## src/rtl/iotm_pkg.sv

```systemverilog
package iotm_pkg;
    localparam int ADDR_W = 16;
    localparam int NUM_MON = 4;
    localparam int MASK_W = 4;
    localparam int IDX_W = 3;

    localparam logic [IDX_W-1:0] IDX_MASK    = 3'd4;
    localparam logic [IDX_W-1:0] IDX_TRAP_EN = 3'd5;
    localparam logic [IDX_W-1:0] IDX_FWD_EN  = 3'd6;
    localparam logic [IDX_W-1:0] IDX_STATUS  = 3'd7;
endpackage

```

## src/rtl/iotm_window.sv

```systemverilog
module iotm_window #(
    parameter int ADDR_W = iotm_pkg::ADDR_W,
    parameter int MASK_W = iotm_pkg::MASK_W
) (
    input  logic [ADDR_W-1:0] addr,
    input  logic [ADDR_W-1:0] base,
    input  logic [MASK_W-1:0] mask,
    output logic              hit
);
    localparam int HIGH_W = ADDR_W - MASK_W;

    logic [ADDR_W-1:0] care;
    logic [ADDR_W-1:0] diff;

    always_comb begin
        care = {{HIGH_W{1'b1}}, ~mask};
        diff = (addr ^ base) & care;
        hit  = (diff == '0);
    end
endmodule

```

## src/rtl/iotm_regs.sv

```systemverilog
module iotm_regs #(
    parameter int ADDR_W  = iotm_pkg::ADDR_W,
    parameter int NUM_MON = iotm_pkg::NUM_MON,
    parameter int MASK_W  = iotm_pkg::MASK_W,
    parameter int IDX_W   = iotm_pkg::IDX_W
) (
    input  logic                           clk,
    input  logic                           rst_n,
    input  logic                           we,
    input  logic [IDX_W-1:0]               idx,
    input  logic [ADDR_W-1:0]              wdata,
    output logic [NUM_MON-1:0][ADDR_W-1:0] base,
    output logic [NUM_MON-1:0][MASK_W-1:0] mask,
    output logic [NUM_MON-1:0]             trap_en,
    output logic [NUM_MON-1:0]             fwd_en,
    output logic [ADDR_W-1:0]              rdata
);
    import iotm_pkg::*;

    localparam int SEL_W = (NUM_MON > 1) ? $clog2(NUM_MON) : 1;
    localparam int PACK_W = NUM_MON * MASK_W;
    localparam logic [IDX_W-1:0] BASE_LIMIT = IDX_W'(NUM_MON);

    typedef struct packed {
        logic [NUM_MON-1:0][ADDR_W-1:0] base;
        logic [NUM_MON-1:0][MASK_W-1:0] mask;
        logic [NUM_MON-1:0]             trap_en;
        logic [NUM_MON-1:0]             fwd_en;
    } cfg_t;

    cfg_t cfg_d, cfg_q;
    logic [SEL_W-1:0] sel;

    always_comb begin
        sel   = idx[SEL_W-1:0];
        cfg_d = cfg_q;
        if (we) begin
            if (idx < BASE_LIMIT) begin
                cfg_d.base[sel] = wdata;
            end else begin
                case (idx)
                    IDX_MASK:    cfg_d.mask    = wdata[PACK_W-1:0];
                    IDX_TRAP_EN: cfg_d.trap_en = wdata[NUM_MON-1:0];
                    IDX_FWD_EN:  cfg_d.fwd_en  = wdata[NUM_MON-1:0];
                    default:     cfg_d = cfg_q;
                endcase
            end
        end
    end

    always_ff @(posedge clk or negedge rst_n) begin
        if (!rst_n) begin
            cfg_q <= '0;
        end else begin
            cfg_q <= cfg_d;
        end
    end

    always_comb begin
        rdata = '0;
        if (idx < BASE_LIMIT) begin
            rdata = cfg_q.base[sel];
        end else begin
            case (idx)
                IDX_MASK:    rdata[PACK_W-1:0]  = cfg_q.mask;
                IDX_TRAP_EN: rdata[NUM_MON-1:0] = cfg_q.trap_en;
                IDX_FWD_EN:  rdata[NUM_MON-1:0] = cfg_q.fwd_en;
                default:     rdata = '0;
            endcase
        end
    end

    assign base    = cfg_q.base;
    assign mask    = cfg_q.mask;
    assign trap_en = cfg_q.trap_en;
    assign fwd_en  = cfg_q.fwd_en;
endmodule

```

## src/rtl/io_trap_monitor.sv

```systemverilog
module io_trap_monitor #(
    parameter int ADDR_W  = iotm_pkg::ADDR_W,
    parameter int NUM_MON = iotm_pkg::NUM_MON,
    parameter int MASK_W  = iotm_pkg::MASK_W,
    parameter int IDX_W   = iotm_pkg::IDX_W
) (
    input  logic              clk,
    input  logic              rst_n,
    input  logic              reg_we,
    input  logic [IDX_W-1:0]  reg_idx,
    input  logic [ADDR_W-1:0] reg_wdata,
    output logic [ADDR_W-1:0] reg_rdata,
    input  logic              cyc_valid,
    input  logic [ADDR_W-1:0] cyc_addr,
    input  logic              cyc_to_lpc,
    output logic              smi_req,
    output logic              fwd_valid,
    output logic              fwd_ok
);
    import iotm_pkg::*;

    typedef struct packed {
        logic [NUM_MON-1:0] status;
        logic               fwd_valid;
        logic               fwd_ok;
    } state_t;

    logic [NUM_MON-1:0][ADDR_W-1:0] base;
    logic [NUM_MON-1:0][MASK_W-1:0] mask;
    logic [NUM_MON-1:0]             trap_en;
    logic [NUM_MON-1:0]             fwd_en;
    logic [ADDR_W-1:0]              cfg_rdata;
    logic [NUM_MON-1:0]             match;
    logic [NUM_MON-1:0]             hit_en;
    logic                           lpc_blocked;
    logic                           status_wr;

    state_t st_d, st_q;

    iotm_regs #(
        .ADDR_W (ADDR_W),
        .NUM_MON(NUM_MON),
        .MASK_W (MASK_W),
        .IDX_W  (IDX_W)
    ) regs_i (
        .clk    (clk),
        .rst_n  (rst_n),
        .we     (reg_we),
        .idx    (reg_idx),
        .wdata  (reg_wdata),
        .base   (base),
        .mask   (mask),
        .trap_en(trap_en),
        .fwd_en (fwd_en),
        .rdata  (cfg_rdata)
    );

    for (genvar m = 0; m < NUM_MON; m++) begin : g_mon
        iotm_window #(
            .ADDR_W(ADDR_W),
            .MASK_W(MASK_W)
        ) win_i (
            .addr(cyc_addr),
            .base(base[m]),
            .mask(mask[m]),
            .hit (match[m])
        );
    end

    always_comb begin
        hit_en      = match & trap_en;
        lpc_blocked = cyc_to_lpc && ((hit_en & ~fwd_en) != '0);
        status_wr   = reg_we && (reg_idx == IDX_STATUS);

        st_d = st_q;
        if (status_wr) begin
            st_d.status = st_q.status & ~reg_wdata[NUM_MON-1:0];
        end
        if (cyc_valid) begin
            st_d.status = st_d.status | hit_en;
        end
        st_d.fwd_valid = cyc_valid;
        st_d.fwd_ok    = cyc_valid && !lpc_blocked;
    end

    always_ff @(posedge clk or negedge rst_n) begin
        if (!rst_n) begin
            st_q <= '0;
        end else begin
            st_q <= st_d;
        end
    end

    always_comb begin
        if (reg_idx == IDX_STATUS) begin
            reg_rdata = {{(ADDR_W-NUM_MON){1'b0}}, st_q.status};
        end else begin
            reg_rdata = cfg_rdata;
        end
    end

    assign smi_req   = |st_q.status;
    assign fwd_valid = st_q.fwd_valid;
    assign fwd_ok    = st_q.fwd_ok;
endmodule

```

## config.mk

```make
export PLATFORM = sky130hd
export DESIGN_NAME = io_trap_monitor
export DESIGN_NICKNAME = d
export VERILOG_FILES = /design/src/rtl/iotm_pkg.sv /design/src/rtl/iotm_window.sv /design/src/rtl/iotm_regs.sv /design/src/rtl/io_trap_monitor.sv
export SDC_FILE = /design/constraint.sdc
export NUM_CORES = 1
export LEC_CHECK = 0
export BUFFER_PORTS_ARGS = -buffer_cell sky130_fd_sc_hd__buf_2
export CAP_MARGIN = 30
export CORE_ASPECT_RATIO = 1.2
export CORE_UTILIZATION = 50
export CTS_CLUSTER_DIAMETER = 30
export CTS_CLUSTER_SIZE = 20
export DETAILED_ROUTE_END_ITERATION = 16
export PLACE_DENSITY = 0.82
export RECOVER_POWER = 25
export SLEW_MARGIN = 20
export SYNTH_ARGS = -nofsm -noshare
export SYNTH_HDL_FRONTEND = slang
export SYNTH_SLANG_ARGS = --single-unit
```

## constraint.sdc

```tcl
create_clock -name clk -period 1.7 [get_ports clk]
set_input_delay 0.17 -clock clk [delete_from_list [all_inputs] [get_ports clk]]
set_output_delay 0.17 -clock clk [all_outputs]
set_load 0.02 [all_outputs]
```

==> flow_metrics.py <==
metrics = {
    "status": {
        "status": "finished with violations",
        "violations": "negative setup slack",
    },
    "timing": {
        "finalHoldViolCount": 0,
        "setup_violations": 14,
        "worst_pin_slew_ns": 0.798,
        "finClkSkew_ns": 0.00632,
        "fin_crit_sh_pct": 120,
        "fmax_ghz": 0.489,
        "rsz0062_at_grt": "true",
        "fin_hold_ws_ns": 0.0586,
        "finalWorstSetupSlack_ns": -0.347,
        "finalMaxSlewViolations": 0,
        "slew_headroom_pct": 46.8,
        "fin_crit_ns": 2.05,
    },
    "setup_path": {
        "end_kind": "primary output",
        "required_ns": 1.53,
        "critical_path_arrival_ns": 1.88,
        "cp-start-kind": "flop",
        "critical_path_class": "reg -> out",
        "cp_max_fo": 2,
    },
    "cells_and_area": {
        "fillers": 721,
        "syn2layout_area_growth_pct": 28.9,
        "diodes": 0,
        "multi_input_area_um2": 2820,
        "final-seq-area_um2": 2350,
        "drive_gt1_share_pct": 50.3,
        "nets": 594,
    },
    "die": {
        "die_w_um": 95.4,
        "die_y_um": 114,
        "core_um2": 10100,
        "io_pins": 59,
        "row_count": 40,
        "dieArea_um2": 10900,
        "initial_core_util_pct": 51.8,
    },
    "clocking": {
        "cts_max_path_buffers": 2,
        "clkLatencyLatePin_ns": 0.35,
        "clk_pin_slew_worst_paths_ns": 0.07,
        "cts_tree": "yes",
        "cts_buffers": 9,
        "numClockSinks": 94,
        "root_buffer": "clkbuf_16",
        "cts_max_level": 3,
    },
    "grt": {
        "grt-ovfl-total": 0,
        "antenna_found_initial": 0,
        "grt_pass1_vias": 4371,
        "grt_max_degree": 40,
        "grt_usage_pct": 30.2,
        "grt_pass1_wl_mm": 23.9,
    },
    "drt": {
        "num_vias": 4201,
        "drtIter0Drc": 316,
        "route.detailed.drc": 0,
        "vias_per_cell": 6.13,
        "ant_nets": 0,
        "routed_wirelength_mm": 15.4,
        "wl_per_cell_um": 22.5,
        "dr.pass1.iters": 7,
    },
    "logic_synthesis": {
        "async_flop_share_pct": 100,
        "ys_types": 44,
        "synth_area_um2": 5230,
        "ys_seq_area_share_pct": 44.9,
        "synth.net_count": 473,
        "ys.warnings.count": 0,
        "synthCells": 433,
        "synth_ff_type": "dfrtp_1",
        "synth-edff-count": 0,
        "ys_ff_latch": 94,
        "synth.avg_cell_area_um2": 12.1,
    },
    "worst_hold_path": {
        "hold_class": "in -> reg",
    },
    "pwr": {
        "power_leakage_nw": 2.92,
        "power_density_nw_per_um2": 1150,
        "vdd_drop_max_v": 0.000643,
    },
    "place": {
        "port_buffers": 58,
        "hpwl_mm": 10.5,
        "routabilityCongestion": 0.944,
        "post-place-ws_ns": -0.157,
    },
    "flow_run": {
        "drv_cap": 0,
    },
}
==> area by class of cell <==
class,instances,area share (%)
clock buffers,13,3.86
clock inverters,3,0.631
inverters,7,0.390
multi-input cells,297,41.7
flip-flops and latches,94,34.9
well taps,126,2.34
repair buffers,145,16.2
==> metrics by stage <==
stage	cells	utilization, %	total power, mW	setup TNS (ns)	cell area, um^2
floorplan	433	-	4.36	-0.128	5250
global placement	635	58.7	5.07	-0.242	5940
detailed placement	635	58.7	5.17	-0.480	5940
CTS	680	65.6	7.59	-2.01	6630
global route	685	66.7	8.08	-5.88	6740
finish	685	66.7	7.74	-2.13	6740
==> power by group <==
part / internal, mW / switching [mW]
sequential: 2.70 / 0.428
combinational: 1.43 / 1.13
clock: 1.22 / 0.836
total: 5.35 / 2.40
==> cells in the mapped netlist, types with 4 or more instances <==
master	count	area [um^2]
xor2_1	12	105
nor3_1	9	45.0
a31oi_1	6	37.5
clkbuf_1	6	22.5
nor4_1	4	25.0
nand4_1	7	43.8
buf_4	7	52.6
o21ai_0	21	105
buf_2	12	60.1
buf_6	7	78.8
inv_1	6	22.5
dfrtp_1	94	2350
mux2_2	79	890
o22ai_1	5	31.3
nand2_1	17	63.8
mux2i_1	6	60.1
o22a_1	4	35.0
mux2_1	13	146
mux4_2	9	203
a221oi_1	5	43.8
a21oi_1	5	25.0
nor2_1	16	60.1
xnor2_1	49	429
==> cells by family after synthesis <==
logic type	count (synthesis)	share of synthesized area, %
AOI/OAI and AO/OA	57	7.10
xor gates and xnor gates	64	11.1
buffers and inverters	42	4.81
DFF	94	44.9
muxes	107	24.8
and+or+nand+nor	69	7.20
==> repair_timing <==
| action | CTS | global route |
|---|---|---|
| buffers inserted | 28 | 5 |
| hold buffers | 1 | 0 |
| endpoints found under the setup margin | 13 | 21 |
| endpoints found under the hold margin | 28 | 0 |
| gates resized for setup | 51 | 21 |
| pin swaps | 18 | 10 |
==> sequential cells by signal (all words and copies together) (netlist names) <==
name	cells
regs_i.trap_en	4
regs_i.base	64
fwd_ok	1
regs_i.mask	16
regs_i.fwd_en	4
fwd_valid	1
st_q	4
==> cell usage in the layout (no fill, tap or decap), types with 3 or more instances in the layout <==
cell type | synthesis | final
dfrtp_1 | 94 | 94
buf_4 | 7 | 78
mux2_2 | 79 | 70
xnor2_1 | 49 | 46
buf_2 | 12 | 42
nand2_1 | 17 | 17
buf_6 | 7 | 16
o21ai_0 | 21 | 14
mux2_1 | 13 | 13
nor2_1 | 16 | 12
xor2_1 | 12 | 12
mux4_2 | 9 | 9
mux2_4 | 0 | 9
clkbuf_16 | 0 | 9
o21ai_1 | 0 | 7
nand4_1 | 7 | 7
inv_1 | 6 | 6
a31oi_1 | 6 | 6
nor3_2 | 2 | 6
xnor2_2 | 3 | 6
mux2i_1 | 6 | 5
nor3_1 | 9 | 5
a21oi_1 | 5 | 5
o22a_1 | 4 | 4
buf_12 | 0 | 4
o22ai_2 | 0 | 3
a221oi_1 | 5 | 3
o211ai_1 | 3 | 3
or4_4 | 1 | 3
a22o_1 | 3 | 3
nor4_1 | 4 | 3
clkbuf_1 | 6 | 3
==> worst paths after layout <==
kind / from / end / slack [ns] / cells past startpoint
worst max-delay path: regs_i.base[14] / reg_rdata[14] / -0.35 / 5
worst min-delay path: cyc_valid / fwd_valid / 0.06 / 1
worst max register to register: regs_i.base[14] / fwd_ok / -0.25 / 8
worst min register to register: regs_i.base[27] / regs_i.base[27] / 0.54 / 1
max in group asynchronous: rst_n / regs_i.base[36] / 0.16 / 3
min in group asynchronous: rst_n / regs_i.base[15] / 0.45 / 2
==> worst max-delay path: stages, from the launching register on <==
cell	delay, ns
dfrtp_1	0.41
buf_6	0.13
mux4_2	0.48
nor2b_4	0.15
a41o_1	0.23
buf_6	0.14
==> per-layer routing <==
layer | vias to the layer above | track usage (%) | part of all wire (%)
li1 | 1803 | - | -
met1 | 2107 | 36.9 | 38
met2 | 220 | 48.9 | 49
met3 | 71 | 5.38 | 6.6
met4 | 0 | 19.4 | 6.2
met5 | - | 0 | 0
No activity file was read; power rests on OpenSTA's default activity.
